[src/rtl/fetch_pkg.sv]
package fetch_pkg;

    typedef enum logic [1:0] {
        FS_IDLE = 2'd0,
        FS_ADDR = 2'd1,
        FS_WAIT = 2'd2,
        FS_DATA = 2'd3
    } fstate_e;

    // one micro-operation word per cycle
    typedef struct packed {
        logic addr_oe;
        logic mem_oe;
        logic mar_ld;
        logic ir_ld;
        logic pc_inc;
    } uop_t;

    function automatic uop_t decode_uop(input fstate_e s, input logic inc_slot);
        uop_t u;
        u.addr_oe = (s == FS_ADDR);
        u.mar_ld  = (s == FS_ADDR);
        u.mem_oe  = (s == FS_DATA);
        u.ir_ld   = (s == FS_DATA);
        u.pc_inc  = inc_slot;
        return u;
    endfunction

    function automatic fstate_e after_data(input logic req);
        return req ? FS_ADDR : FS_IDLE;
    endfunction

endpackage

[src/rtl/fetch_ctrl.sv]
module fetch_ctrl
    import fetch_pkg::*;
#(
    parameter int LAT = 3
) (
    input  logic clk,
    input  logic rst,
    input  logic fetch_req,
    output uop_t uop_o
);

    localparam int CW  = (LAT < 2) ? 1 : $clog2(LAT);
    localparam int SW  = $clog2(LAT + 1);

    fstate_e       state;
    logic [CW-1:0] wcnt;
    logic          inc_slot;

    always_ff @(posedge clk) begin
        if (rst) begin
            state <= FS_IDLE;
            wcnt  <= '0;
        end else begin
            case (state)
                FS_IDLE: if (fetch_req) state <= FS_ADDR;
                FS_ADDR: begin
                    if (LAT == 1) begin
                        state <= FS_DATA;
                    end else begin
                        state <= FS_WAIT;
                        wcnt  <= CW'(1);
                    end
                end
                FS_WAIT: begin
                    if (wcnt == CW'(LAT - 1)) state <= FS_DATA;
                    else                      wcnt  <= wcnt + 1'b1;
                end
                FS_DATA: state <= after_data(fetch_req);
                default: state <= FS_IDLE;
            endcase
        end
    end

    generate
        if (LAT == 1) begin : g_inc_data
            assign inc_slot = (state == FS_DATA);
        end else begin : g_inc_wait
            assign inc_slot = (state == FS_WAIT) && (wcnt == CW'(1));
        end
    endgenerate

    assign uop_o = decode_uop(state, inc_slot);

    // cycles since the last address slot, kept apart from the wait counter
    logic [SW-1:0] since_addr;
    always_ff @(posedge clk) begin
        if (rst)                                          since_addr <= '0;
        else if (uop_o.addr_oe)                           since_addr <= SW'(1);
        else if (since_addr != '0 && since_addr != SW'(LAT)) since_addr <= since_addr + 1'b1;
        else                                              since_addr <= '0;
    end


    no_bus_clash_chk: assert property (@(posedge clk) disable iff (rst)
        !(uop_o.addr_oe && uop_o.mem_oe));


    data_slot_chk: assert property (@(posedge clk) disable iff (rst)
        uop_o.mem_oe |-> since_addr == SW'(LAT));


    data_due_chk: assert property (@(posedge clk) disable iff (rst)
        since_addr == SW'(LAT) |-> uop_o.mem_oe);

endmodule

[src/rtl/fetch_regs.sv]
module fetch_regs #(
    parameter int             AW      = 8,
    parameter int             DW      = 16,
    parameter logic [AW-1:0]  RST_VEC = '0
) (
    input  logic          clk,
    input  logic          rst,
    input  logic          addr_oe,
    input  logic          mar_ld,
    input  logic          ir_ld,
    input  logic          pc_inc,
    input  logic [DW-1:0] bus_in,
    output logic [DW-1:0] bus_drv,
    output logic [AW-1:0] pc_q,
    output logic [AW-1:0] mar_q,
    output logic [DW-1:0] ir_q
);

    assign bus_drv = addr_oe ? DW'(pc_q) : '0;

    always_ff @(posedge clk) begin
        if (rst) begin
            pc_q  <= RST_VEC;
            mar_q <= '0;
            ir_q  <= '0;
        end else begin
            if (mar_ld) mar_q <= bus_in[AW-1:0];
            if (ir_ld)  ir_q  <= bus_in;
            if (pc_inc) pc_q  <= pc_q + 1'b1;
        end
    end


    pc_step_chk: assert property (@(posedge clk) disable iff (rst)
        ir_ld |=> pc_q == mar_q + 1'b1);

endmodule

[src/rtl/fetch_seq.sv]
module fetch_seq
    import fetch_pkg::*;
#(
    parameter int             AW      = 8,
    parameter int             DW      = 16,
    parameter int             LAT     = 3,
    parameter logic [AW-1:0]  RST_VEC = '0
) (
    input  logic          clk,
    input  logic          rst,
    input  logic          fetch_req,
    input  logic [DW-1:0] bus_in,
    output logic          addr_oe,
    output logic          mem_oe,
    output logic [DW-1:0] bus_drv,
    output logic          done,
    output logic [AW-1:0] pc,
    output logic [AW-1:0] mar,
    output logic [DW-1:0] ir
);

    uop_t uop;

    fetch_ctrl #(.LAT(LAT)) ctrl_i (
        .clk       (clk),
        .rst       (rst),
        .fetch_req (fetch_req),
        .uop_o     (uop)
    );

    fetch_regs #(.AW(AW), .DW(DW), .RST_VEC(RST_VEC)) regs_i (
        .clk     (clk),
        .rst     (rst),
        .addr_oe (uop.addr_oe),
        .mar_ld  (uop.mar_ld),
        .ir_ld   (uop.ir_ld),
        .pc_inc  (uop.pc_inc),
        .bus_in  (bus_in),
        .bus_drv (bus_drv),
        .pc_q    (pc),
        .mar_q   (mar),
        .ir_q    (ir)
    );

    assign addr_oe = uop.addr_oe;
    assign mem_oe  = uop.mem_oe;
    assign done    = uop.ir_ld;


    addr_once_chk: assert property (@(posedge clk) disable iff (rst)
        addr_oe |=> !addr_oe);


    done_with_data_chk: assert property (@(posedge clk) disable iff (rst)
        done |-> mem_oe && !addr_oe);


    quiet_drv_chk: assert property (@(posedge clk) disable iff (rst)
        !addr_oe |-> bus_drv == '0);

endmodule

[config.mk]
export PLATFORM = sky130hd
export DESIGN_NAME = fetch_seq
export DESIGN_NICKNAME = d
export VERILOG_FILES = /design/src/rtl/fetch_pkg.sv /design/src/rtl/fetch_ctrl.sv /design/src/rtl/fetch_regs.sv /design/src/rtl/fetch_seq.sv
export SDC_FILE = /design/constraint.sdc
export NUM_CORES = 1
export LEC_CHECK = 0
export BUFFER_PORTS_ARGS = -buffer_cell sky130_fd_sc_hd__buf_4
export CORE_MARGIN = 5
export CORE_UTILIZATION = 50
export CTS_CLUSTER_SIZE = 40
export DETAILED_ROUTE_END_ITERATION = 6
export PLACE_DENSITY = 0.84
export SLEW_MARGIN = 5
export SYNTH_ARGS = -nofsm -noshare
export SYNTH_HDL_FRONTEND = slang
export SYNTH_SLANG_ARGS = --single-unit
[constraint.sdc]
create_clock -name clk -period 4.3 [get_ports clk]
set_clock_uncertainty 0.05 [all_clocks]
set_input_delay 0.86 -clock clk [delete_from_list [all_inputs] [get_ports clk]]
set_output_delay 0.86 -clock clk [all_outputs]
set_load 0.02 [all_outputs]
==> metrics.txt <==
fmax 367 MHz; grt total ovfl 0; cell area after synthesis 1620 sq um; wire per inst 12.0 microns; status completed; post-cts sizing count 0; CP Launch Point ctrl_i.state[1]; Slew Viols, Final 0; Ports 70; FF-to-FF path depth 5; Net Sw Frac 0.316; Synth top area share 0.445; Final Util 0.680; DIE WIDTH 66.9 microns; post-synth cell types 29; P_sw 238 uW; sequential fraction of the synthesis area 0.445; crit path cell chain inv_1 -> ha_1 -> and2_2 -> buf_4; combined area of the multi-input logic cells 783 sq um; global placer's final weighted congestion 0.787; Setup Viol. Count Final 0; Residual DRC 0; average cell area after synthesis 9.52 sq um; area grow syn2layout 29.4%; Setup CP Type reg2out; port buffer count 61; Max Cap Viol 0; Rows 20; fill count 268; clk buf depth 2; final WL 3280 microns; Initial Util 0.526; CP arrival 1810 ps; GR Util All Layers 0.160; Final period util 0.633; clk slew on worst S/H paths 90 ps; H-tree levels 2; Max VDD drop 0.295 mV; vias in the first global route 1248; Hold WC Path Type reg2reg; initial antenna violation count 0; diode count 0; FF-to-FF setup slack 2640 ps; Core Footprint 3080 sq um; Yosys warning count 0; post-route ant nets 0; Pint 514 uW; post-synthesis cell count 170; CTS sink cnt 36; CP Max Fanout 18; Power Density 359 nW/um^2; Worst setup SP type flop; first-pass GRT wire length 5330 microns; CP endpoint bus_drv[3]; Clk Latency, worst-skew pair 340 ps; via count 1303; Detailed Place HPWL 2450 microns; Tmin final 2720 ps; CTS tree yes; Crit path required time 3390 ps; Gate power share 0.280; reg-to-reg startpoint ctrl_i.state[1]; Chip Height 66.9 microns; Clk Tree Root Cell clkbuf_4; Layout Nets 255; Post-CTS Hold Fix Bufs 0; Vias/cell 4.77; cell taking the most area after synthesis dfxtp_1; Pre-antenna DRT Iters 2; DRT iter0 DRCs 35; Post-CTS Setup Inserts 0; Crit Reg-Reg Endpoint ctrl_i.wcnt[1]; post-route setup TNS 0 ps; critical path's slowest cell ha_1; LEAKAGE 0.000923 uW; Area contributors post-synth dfxtp_1 45%, mux2i_1 15%, nor2_1 6.5%; Flop pwr share 0.503; worst-margin pin slew 747 ps; Register Area 721 sq um; CTS buffer count 5; RSZ-0062 raised after global routing false; CP Capture Type output port; Largest stage delay, worst path 640 ps; full die area 4470 sq um; largest net degree at the start of global routing 37; final hold vios 0; Clock power frac 0.217; FF+latch count, synth 36; Rel. slew slack 0.502; share of layout cells above drive strength 1 0.314
==> routing by layer <==
layer	up-vias	global-route usage	wire length (microns)
met5	-	0	0
met4	0	0.0785	70
met3	6	0.0675	307
met2	43	0.270	1490
met1	584	0.170	1410
li1	670	-	-
==> placed cells by master (no fill, tap or decap), drive strengths merged, types with 2 or more instances in the layout <==
cell type and instances:
nand3 3, nor2 28, nand2 3, inv 6, buf 62, mux2i 24, nor2b 2, dfxtp 36
conb 8, or3 4, nand4 2, o21ai 6, ha 7, a21oi 9, nor3b 2, o31ai 2
clkbuf 6, and2 10
==> per-stage QoR <==
stage          total power, uW  std cells  setup WS, ps  instance area (sq um)  hold WS (ps)
3_3_place_gp               594        266          1970                   2050           425
4_1_cts                    762        273          1550                   2090           460
2_1_floorplan              538        177          2040                   1640           442
6_report                   752        273          1580                   2090           452
3_5_place_dp               598        266          1940                   2050           435
5_1_grt                    804        273          1440                   2090           492
==> worst min path at each step <==
stage | start | to | slack [ps] | cells past startpoint
2_1_floorplan | ctrl_i.state[1] | ctrl_i.state[1] | 440 | 2
3_3_place_gp | regs_i.mar_q[6] | regs_i.mar_q[6] | 420 | 2
3_5_place_dp | regs_i.ir_q[0] | regs_i.ir_q[0] | 430 | 2
4_1_cts | regs_i.pc_q[7] | regs_i.pc_q[7] | 460 | 2
5_1_grt | regs_i.ir_q[2] | regs_i.ir_q[2] | 490 | 2
6_report | regs_i.mar_q[4] | regs_i.mar_q[4] | 450 | 2
==> worst max-delay path: cells and delay by family (launching register included) <==
family,cells,cell delay [ps]
adder cells (fa/ha/maj),1,640
flip-flops,1,360
AND/OR/NAND/NOR,1,250
buffers and inverters,2,220
==> synth_stat cells <==
library cell and count:
nand2_1 3, a31oi_1 1, buf_2 4, o31ai_1 2
buf_4 9, o21ai_0 6, inv_1 6, o21ba_2 1
ha_1 7, or2b_1 1, nand2b_1 1, and2_1 9
buf_6 2, or3_1 4, nand3_1 3, and2_2 1
nor2_1 28, xor2_1 1, dfxtp_1 36, a21oi_1 9
nand3b_1 1, clkbuf_1 2, or4_1 1, nand4_2 2
mux2i_1 24, nor3b_1 2, conb_1 1, nor2b_1 2
xnor2_1 1
==> area by class of cell <==
cell class,instances,area share
tap,44,0.0263
multi-input combinational,118,0.374
inverter,6,0.0108
timing repair buffer,62,0.222
clock buffer,6,0.0197
clock inverter,1,0.00239
sequential,36,0.344
==> cell families (layout without fill, tap and decap cells) <==
| logic type | count (synthesis) | in the layout | share of synthesized area |
|---|---|---|---|
| multiplexers | 24 | 24 | 0.148 |
| AND/OR/NAND/NOR | 58 | 58 | 0.186 |
| buffers and inverters | 23 | 75 | 0.0866 |
| flip-flops | 36 | 36 | 0.445 |
| XOR/XNOR | 2 | 2 | 0.0108 |
| AO/OA/AOI/OAI | 19 | 19 | 0.0657 |
| other | 1 | 8 | 0.00232 |
| adder cells (fa/ha/maj) | 7 | 7 | 0.0541 |
==> state kept, by name (all words and copies together) (netlist names) <==
signal and cells:
ctrl_i.state 2, regs_i.ir_q 16, regs_i.mar_q 8, regs_i.pc_q 8, ctrl_i.wcnt 2
==> power by group through the flow <==
stage / clock network (uW) / logic (uW) / registers (uW)
after CTS: 170 / 213 / 379
after global placement: 0 / 209 / 385
after global routing: 189 / 233 / 382
final: 163 / 211 / 378
after floorplan: 0 / 134 / 405
after detailed placement: 0 / 212 / 386
(Power assumes the default switching activity.)
